$ cat src/rtl/steer_pkg.sv
package steer_pkg;

    // Frame controller states.
    typedef enum logic [2:0] {
        ST_IDLE,
        ST_PREFIX,
        ST_ROUTE,
        ST_LOCAL,
        ST_BLOCK,
        ST_DRAIN
    } ctl_state_e;

    localparam int SEL_W       = 3;   // width of the leading select field
    localparam int PREFIX_BITS = 4;   // select field plus direction bit
    localparam int N_TARGETS   = 3;   // devices with their own load enable
    localparam int TGT_W       = 2;   // index width for N_TARGETS

    localparam logic [SEL_W-1:0] SEL_LOCAL = 3'd0;

endpackage

$ cat src/rtl/steer_sync.sv
// steer_sync: a two-flop synchronizer for a vector of independent level signals.
// Assumes each bit is a slow level, so that bit-to-bit skew of one cycle is
// acceptable. RST_VAL sets the value seen during reset.
module steer_sync #(
    parameter int               WIDTH   = 1,
    parameter logic [WIDTH-1:0] RST_VAL = '0
) (
    input  logic             clk,
    input  logic             rst_n,
    input  logic [WIDTH-1:0] d,
    output logic [WIDTH-1:0] q
);
    logic [WIDTH-1:0] meta_q;
    logic [WIDTH-1:0] stab_q;

    // Purpose: two register stages for the asynchronous inputs.
    always_ff @(posedge clk) begin
        if (!rst_n) begin
            meta_q <= RST_VAL;
            stab_q <= RST_VAL;
        end else begin
            meta_q <= d;
            stab_q <= meta_q;
        end
    end

    assign q = stab_q;
endmodule

$ cat src/rtl/steer_frame_ctl.sv
// steer_frame_ctl: follows one host frame. It takes a bit on each rising edge
// of the synchronized host clock and collects the select field and the
// direction bit. It then routes the frame, flags it as local or blocks it.
// Assumes the host holds data stable around its clock rising edge and leaves
// at least a few system cycles between the strobe edges and clock edges.
module steer_frame_ctl
    import steer_pkg::*;
(
    input  logic             clk,
    input  logic             rst_n,
    input  logic             load_n_s,     // synchronized host strobe
    input  logic             sclk_s,       // synchronized host clock
    input  logic             sdata_s,      // synchronized host data
    input  logic             drain_done,   // queue empty and serializer idle
    output logic             push,         // store sdata_s in the bit queue
    output logic             flush,        // discard the bit queue
    output logic             route_active, // a target is selected
    output logic [TGT_W-1:0] target,       // 0 conv1, 1 conv2, 2 timing gen
    output logic             local_flag,
    output logic             err_set
);
    localparam int CNT_W = $clog2(PREFIX_BITS);

    ctl_state_e       state_q;
    logic             sclk_d_q;
    logic [SEL_W-1:0] prefix_q;
    logic [CNT_W-1:0] cnt_q;
    logic [TGT_W-1:0] target_q;

    logic sclk_rise;
    logic decide;
    logic blocked;
    logic go_local;

    // Purpose: delayed host clock for rising-edge detection.
    always_ff @(posedge clk) begin
        if (!rst_n) sclk_d_q <= 1'b0;
        else        sclk_d_q <= sclk_s;
    end

    assign sclk_rise = sclk_s & ~sclk_d_q;

    // Purpose: the decision point is the fourth bit, and it carries the direction flag.
    assign decide   = (state_q == ST_PREFIX) && sclk_rise && !load_n_s &&
                      (cnt_q == CNT_W'(PREFIX_BITS - 1));
    assign blocked  = decide && (sdata_s || prefix_q[SEL_W-1]);
    assign go_local = decide && !blocked && (prefix_q == SEL_LOCAL);

    // Purpose: the frame state machine, the prefix shifter and the target register.
    always_ff @(posedge clk) begin
        if (!rst_n) begin
            state_q  <= ST_IDLE;
            prefix_q <= '0;
            cnt_q    <= '0;
            target_q <= '0;
        end else begin
            unique case (state_q)
                ST_IDLE: begin
                    if (!load_n_s) begin
                        state_q  <= ST_PREFIX;
                        prefix_q <= '0;
                        cnt_q    <= '0;
                    end
                end
                ST_PREFIX: begin
                    if (load_n_s) begin
                        state_q <= ST_IDLE;
                    end else if (decide) begin
                        if (blocked)       state_q <= ST_BLOCK;
                        else if (go_local) state_q <= ST_LOCAL;
                        else begin
                            state_q  <= ST_ROUTE;
                            target_q <= prefix_q[TGT_W-1:0] - TGT_W'(1);
                        end
                    end else if (sclk_rise) begin
                        prefix_q <= {prefix_q[SEL_W-2:0], sdata_s};
                        cnt_q    <= cnt_q + CNT_W'(1);
                    end
                end
                ST_ROUTE: begin
                    if (load_n_s) state_q <= ST_DRAIN;
                end
                ST_DRAIN: begin
                    if (drain_done) state_q <= ST_IDLE;
                end
                ST_LOCAL, ST_BLOCK: begin
                    if (load_n_s) state_q <= ST_IDLE;
                end
                default: state_q <= ST_IDLE;
            endcase
        end
    end

    // Purpose: queue control. Bits are held from the first one, and dropped on abort or rejection.
    assign push  = sclk_rise && !load_n_s &&
                   ((state_q == ST_PREFIX) || (state_q == ST_ROUTE));
    assign flush = ((state_q == ST_IDLE) && !load_n_s) ||
                   ((state_q == ST_PREFIX) && load_n_s) ||
                   blocked || go_local;

    assign route_active = (state_q == ST_ROUTE) || (state_q == ST_DRAIN);
    assign target       = target_q;
    assign local_flag   = (state_q == ST_LOCAL);
    assign err_set      = blocked;
endmodule

$ cat src/rtl/steer_bitq.sv
// steer_bitq: a single-bit-wide queue that holds host bits until the
// serializer can replay them. Flush takes priority over push and pop.
// Assumes DEPTH is a power of two. A push while the queue is full is dropped.
module steer_bitq #(
    parameter int DEPTH = 8
) (
    input  logic clk,
    input  logic rst_n,
    input  logic flush,
    input  logic push,
    input  logic push_bit,
    input  logic pop,
    output logic head_bit,
    output logic empty,
    output logic full
);
    localparam int AW = $clog2(DEPTH);

    logic [DEPTH-1:0] mem_q;
    logic [AW-1:0]    wr_q;
    logic [AW-1:0]    rd_q;
    logic [AW:0]      cnt_q;

    logic do_push;
    logic do_pop;

    assign empty   = (cnt_q == '0);
    assign full    = (cnt_q == (AW+1)'(DEPTH));
    assign do_push = push && !full;
    assign do_pop  = pop && !empty;

    // Purpose: pointers and the occupancy count.
    always_ff @(posedge clk) begin
        if (!rst_n || flush) begin
            wr_q  <= '0;
            rd_q  <= '0;
            cnt_q <= '0;
        end else begin
            if (do_push) wr_q <= wr_q + AW'(1);
            if (do_pop)  rd_q <= rd_q + AW'(1);
            cnt_q <= cnt_q + (AW+1)'(do_push) - (AW+1)'(do_pop);
        end
    end

    // Purpose: bit storage, written at the write pointer.
    always_ff @(posedge clk) begin
        if (!rst_n) mem_q <= '0;
        else if (do_push && !flush) mem_q[wr_q] <= push_bit;
    end

    assign head_bit = mem_q[rd_q];
endmodule

$ cat src/rtl/steer_serializer.sv
// steer_serializer: replays queued bits on the shared device lines. Each bit
// is placed on the data line with the clock low for HALF_CYCLES cycles. The
// clock is then high for HALF_CYCLES cycles. Assumes en stays high for as
// long as a target is selected.
module steer_serializer #(
    parameter int HALF_CYCLES = 2
) (
    input  logic clk,
    input  logic rst_n,
    input  logic en,
    input  logic have_bit,
    input  logic bit_in,
    output logic pop,
    output logic sdata,
    output logic sclk,
    output logic busy
);
    localparam int CW = (HALF_CYCLES > 1) ? $clog2(HALF_CYCLES) : 1;

    logic          busy_q;
    logic          sclk_q;
    logic          sdata_q;
    logic [CW-1:0] cnt_q;
    logic          phase_end;

    assign pop       = en && have_bit && !busy_q;
    assign phase_end = (cnt_q == CW'(HALF_CYCLES - 1));

    // Purpose: sequences the low and high phases of one forwarded bit.
    always_ff @(posedge clk) begin
        if (!rst_n) begin
            busy_q  <= 1'b0;
            sclk_q  <= 1'b0;
            sdata_q <= 1'b0;
            cnt_q   <= '0;
        end else if (!busy_q) begin
            if (pop) begin
                busy_q  <= 1'b1;
                sclk_q  <= 1'b0;
                sdata_q <= bit_in;
                cnt_q   <= '0;
            end
        end else if (phase_end) begin
            cnt_q <= '0;
            if (!sclk_q) sclk_q <= 1'b1;
            else begin
                sclk_q <= 1'b0;
                busy_q <= 1'b0;
            end
        end else begin
            cnt_q <= cnt_q + CW'(1);
        end
    end

    assign sdata = sdata_q;
    assign sclk  = sclk_q;
    assign busy  = busy_q;
endmodule

$ cat src/rtl/serial_steer_top.sv
// serial_steer_top: steers 3-wire host frames to one of three serial devices.
// It synchronizes the host lines, decodes the select prefix and queues the
// bits. It replays the bits on the shared lines while exactly one registered
// load enable is low. Assumes the replay rate (2*HALF_CYCLES+1 cycles per
// bit) is faster than the host bit rate, and that frames are spaced enough
// to let the queue drain.
module serial_steer_top
    import steer_pkg::*;
#(
    parameter int QUEUE_DEPTH = 8,
    parameter int HALF_CYCLES = 2
) (
    input  logic clk,
    input  logic rst_n,
    input  logic host_load_n,
    input  logic host_sdata,
    input  logic host_sclk,
    output logic conv1_load_n,
    output logic conv2_load_n,
    output logic tgen_load_n,
    output logic fwd_sdata,
    output logic fwd_sclk,
    output logic local_frame,
    output logic frame_err
);
    logic             load_n_s, sclk_s, sdata_s;
    logic             push, flush, pop;
    logic             route_active, local_flag, err_set;
    logic [TGT_W-1:0] target;
    logic             head_bit, q_empty, q_full;
    logic             ser_busy;
    logic             err_q;
    logic [N_TARGETS-1:0] loads_q;

    steer_sync #(.WIDTH(3), .RST_VAL(3'b100)) u_sync (
        .clk   (clk),
        .rst_n (rst_n),
        .d     ({host_load_n, host_sclk, host_sdata}),
        .q     ({load_n_s, sclk_s, sdata_s})
    );

    steer_frame_ctl u_ctl (
        .clk          (clk),
        .rst_n        (rst_n),
        .load_n_s     (load_n_s),
        .sclk_s       (sclk_s),
        .sdata_s      (sdata_s),
        .drain_done   (q_empty && !ser_busy),
        .push         (push),
        .flush        (flush),
        .route_active (route_active),
        .target       (target),
        .local_flag   (local_flag),
        .err_set      (err_set)
    );

    steer_bitq #(.DEPTH(QUEUE_DEPTH)) u_q (
        .clk      (clk),
        .rst_n    (rst_n),
        .flush    (flush),
        .push     (push),
        .push_bit (sdata_s),
        .pop      (pop),
        .head_bit (head_bit),
        .empty    (q_empty),
        .full     (q_full)
    );

    steer_serializer #(.HALF_CYCLES(HALF_CYCLES)) u_ser (
        .clk      (clk),
        .rst_n    (rst_n),
        .en       (route_active && !q_full),
        .have_bit (!q_empty),
        .bit_in   (head_bit),
        .pop      (pop),
        .sdata    (fwd_sdata),
        .sclk     (fwd_sclk),
        .busy     (ser_busy)
    );

    // Purpose: one registered, active-low enable per target, low only while that target is routed.
    for (genvar gi = 0; gi < N_TARGETS; gi++) begin : g_load
        always_ff @(posedge clk) begin
            if (!rst_n) loads_q[gi] <= 1'b1;
            else        loads_q[gi] <= !(route_active && (target == TGT_W'(gi)));
        end
    end

    // Purpose: sticky error flag, cleared only by reset.
    always_ff @(posedge clk) begin
        if (!rst_n) err_q <= 1'b0;
        else        err_q <= err_q | err_set;
    end

    assign conv1_load_n = loads_q[0];
    assign conv2_load_n = loads_q[1];
    assign tgen_load_n  = loads_q[2];
    assign local_frame  = local_flag;
    assign frame_err    = err_q;
endmodule

$ cat config.mk
export PLATFORM = sky130hd
export DESIGN_NAME = serial_steer_top
export DESIGN_NICKNAME = d
export VERILOG_FILES = /design/src/rtl/steer_pkg.sv /design/src/rtl/steer_sync.sv /design/src/rtl/steer_frame_ctl.sv /design/src/rtl/steer_bitq.sv /design/src/rtl/steer_serializer.sv /design/src/rtl/serial_steer_top.sv
export SDC_FILE = /design/constraint.sdc
export NUM_CORES = 1
export LEC_CHECK = 0
export BUFFER_PORTS_ARGS = -buffer_cell sky130_fd_sc_hd__buf_2
export CORE_ASPECT_RATIO = 1.5
export CORE_MARGIN = 2
export CORE_UTILIZATION = 30
export CTS_BUF_LIST = sky130_fd_sc_hd__clkbuf_16
export DETAILED_ROUTE_END_ITERATION = 10
export GPL_TIMING_DRIVEN = 0
export PLACE_DENSITY = 0.56
export SYNTH_ARGS = -nofsm -noshare
export SYNTH_HDL_FRONTEND = slang
export SYNTH_SLANG_ARGS = --single-unit
$ cat constraint.sdc
create_clock -name clk -period 2.6 [get_ports clk]
set_input_delay 0.78 -clock clk [delete_from_list [all_inputs] [get_ports clk]]
set_output_delay 0.78 -clock clk [all_outputs]
set_load 0.03 [all_outputs]
==> key figures <==
Outcome
  • Outcome: completed

Critical path
  • Critical Path Sink: u_q.cnt_q[2]
  • Crit end category: flip-flop
  • R2R Setup Slk: 0.26 ns
  • Reg-to-reg critical path startpoint: u_ctl.state_q[2]
  • Critical Path Start: u_ctl.state_q[2]
  • Setup crit start kind: flip-flop
  • Worst Path Max Fanout: 10
  • Setup CP Type: flip-flop to flip-flop
  • Critical Path AT: 2.48 ns
  • Critical Path RT: 2.74 ns
  • Reg2reg end: u_q.cnt_q[2]
  • Worst R2R Path Depth: 10

STA
  • Worst Hold Slack: 0.4051 ns
  • Max_slew headroom: 29.77%
  • Slew @ Worst Pin: 1.042 ns
  • Clk_skew: 0.004144 ns
  • Tcrit/Tclk final: 90.15%
  • Max-slew violations: 0
  • Fin Setup TNS: 0 ns
  • RSZ-0062 raised after global routing: false
  • Max Freq: 426.6 MHz
  • Final worst path period need: 2.344 ns
  • # setup viols final: 0
  • Final Hold Viols: 0

Floorplanning
  • Total die area: 7815 um^2
  • Core Rows: 37
  • Core area: 6898 um^2
  • I/O pins: 12
  • Initial Utilization: 30.93%
  • Die H: 107.3 um
  • Die X: 72.85 um

Logic synthesis
  • Syn avg cell area: 9.524 um^2
  • Post-synth top area share: 40.35%
  • Synth Area in Adders: 6.804%
  • Ys Warns: 0
  • Xor-xnor portion of the synthesized cell area: 2.874%
  • Post-synthesis simple-gate area fraction: 23.52%
  • Distinct cells, synth: 54
  • Post-synth top area cell: dfxtp_1
  • Post-synthesis compound-gate area fraction: 13.61%
  • Sequential area share after synthesis: 40.35%
  • Largest family of logic cells by synthesized area: simple AND/OR/NAND/NOR gates
  • EDFF count, synth: 0
  • Syn Std Cell Area: 2133 um^2
  • Synthesized instance count: 224
  • Async SR Flop Fraction: 0%
  • Syn Nets: 240
  • #FFs+latches synth: 43
  • Synth area leaders: dfxtp_1, ha_1, mux2i_1, nand2_1, inv_1
  • Synth Flop Type: dfxtp_1
  • Mux share of post-synthesis cell area: 7.273%

Detailed routing
  • Routed WL: 4532 um
  • DR vias: 1,633
  • Antenna viol nets, final: 0
  • Pre-antenna DRT Iters: 4
  • Initial DRC count: 116
  • Vias per cell: 5.071
  • Wirelength per Cell: 14.07 um
  • Residual DRC: 0

Worst hold path
  • Min-Delay Path Class: flip-flop to flip-flop
  • Worst Hold Launch: u_sync.meta_q[2]

Clocking
  • Max Root-Sink Buffers: 2
  • Clock buffer count from CTS: 5
  • CTS tree: built
  • Clock input transition at the sequential cells of the worst setup and hold paths: 0.06 ns
  • Sink Count: 43
  • H-tree depth: 2
  • Hold Buf Count CTS: 0
  • Clock Latency Late Sink: 0.29 ns
  • Root Buffer: clkbuf_16

GRT
  • First-pass GRT wire length: 7790 um
  • Gr ovfl total: 0
  • Largest net degree at the start of global routing: 15
  • Vias in the first global route: 1,618
  • Total global routing track utilization: 13.05%
  • Initial antenna violation count: 0

Flow run
  • Max Cap Viol: 0

Placement
  • DP Area: 2286 um^2
  • Hpwl dp: 3260 um
  • I/O Buffers: 11
  • GPL Wtd Cong: 0.8180
  • Placed cells: 313

Pwr
  • Total power: 1.409 mW
  • Max IR drop VDD: 0.0002384 V
  • Leakage power total: 0.9690 nW
  • PwrDens: 572.9 nW/um^2

Final layout
  • ANT cells: 0
  • Final instance area: 2459 um^2
  • Area delta synth->final: 15.25%
  • Commonest non-fill, non-tap cell in the layout: dfxtp_1
  • FILL cells: 712
  • Finished Layout Cells: 322
  • Layout cells sized above 1: 15.98%
  • Most frequent cells in the layout: dfxtp_1, nand2_1, nor2_1
  • Final nets: 259
==> worst min path at each step <==
stage | cells after the start | slack [ns] | to
floorplan | 1 | 0.38 | conv2_load_n
global placement | 1 | 0.39 | conv2_load_n
detailed placement | 1 | 0.39 | u_sync.q[2]
CTS | 1 | 0.41 | u_sync.q[2]
global route | 1 | 0.43 | conv2_load_n
finish | 1 | 0.41 | u_sync.q[2]
==> state kept, by name (all words and copies together), names as in the netlist, 2 cells and up <==
signal	cells
u_q.mem_q	8
u_q.cnt_q	4
u_ctl.prefix_q	3
u_ctl.state_q	3
u_q.rd_q	3
u_q.wr_q	3
u_sync.meta_q	3
u_sync.q	3
u_ctl.cnt_q	2
u_ctl.target	2
==> report_power, final <==
group	switching, mW	internal (mW)	leakage (nW)	total (mW)
Clock	0.262	0.354	0.0716	0.616
Sequential	0.0103	0.668	0.348	0.678
Combinational	0.0746	0.0394	0.549	0.114
Total	0.347	1.06	0.969	1.41
==> kinds of logic (layout without fill, tap and decap cells) <==
logic type | Yosys count | after routing
AOI/OAI and AO/OA | 38 | 38
xor gates and xnor gates | 7 | 7
adders and majority gates | 11 | 11
buffers and inverters | 25 | 45
DFF | 43 | 43
muxes | 13 | 13
and+or+nand+nor | 87 | 87
==> worst max-delay path, stage by stage, from the launching register on <==
cell,delay (ns)
dfxtp_1,0.34
buf_6,0.15
and3b_1,0.22
o221ai_4,0.21
inv_2,0.10
ha_1,0.29
inv_1,0.04
ha_1,0.22
fa_1,0.41
xnor2_1,0.17
nor2_1,0.05
==> synth_stat cells, drive strengths merged, types with 4 or more instances <==
master / count
dfxtp: 43
nand2: 23
inv: 16
nor2: 16
mux2i: 11
ha: 10
a21boi: 6
a21oi: 6
and2: 6
o2111ai: 6
xnor2: 6
buf: 5
nand3: 5
and3: 4
clkbuf: 4
o21a: 4
==> metal layers <==
metal / track usage (%) / share of wire [%] / wire [um]
met5: 0 / 0 / 0
met1: 14.43 / 43 / 1934
met4: 5.688 / 2.0 / 91
met3: 2.528 / 2.4 / 108
met2: 23.57 / 53 / 2398
==> final cells by class <==
class | instances | area (um^2) | area share (%)
Clock inverter | 3 | 17.52 | 0.7125
Inverter | 16 | 60.06 | 2.443
Sequential cell | 43 | 860.8 | 35.01
Multi-Input combinational cell | 156 | 1176 | 47.84
Tap cell | 78 | 97.59 | 3.969
Buffer | 9 | 58.81 | 2.392
Timing Repair Buffer | 12 | 62.56 | 2.545
Clock buffer | 5 | 125.1 | 5.089
==> metrics by stage <==
stage               util [%]  setup WS (ns)
finish                 35.64         0.2561
global route           35.64         0.1036
CTS                    35.46        0.08110
detailed placement     33.14        -0.3451
global placement       33.14        -0.3173
floorplan                  -         0.2251
==> repair_timing <==
item / 4_1_cts / 5_1_grt
pin swaps: 0 / 1
setup buffers: 0 / 1
resized for setup: 3 / 1
setup endpoints to repair: 3 / 3
No activity file was read; power rests on OpenSTA's default activity.
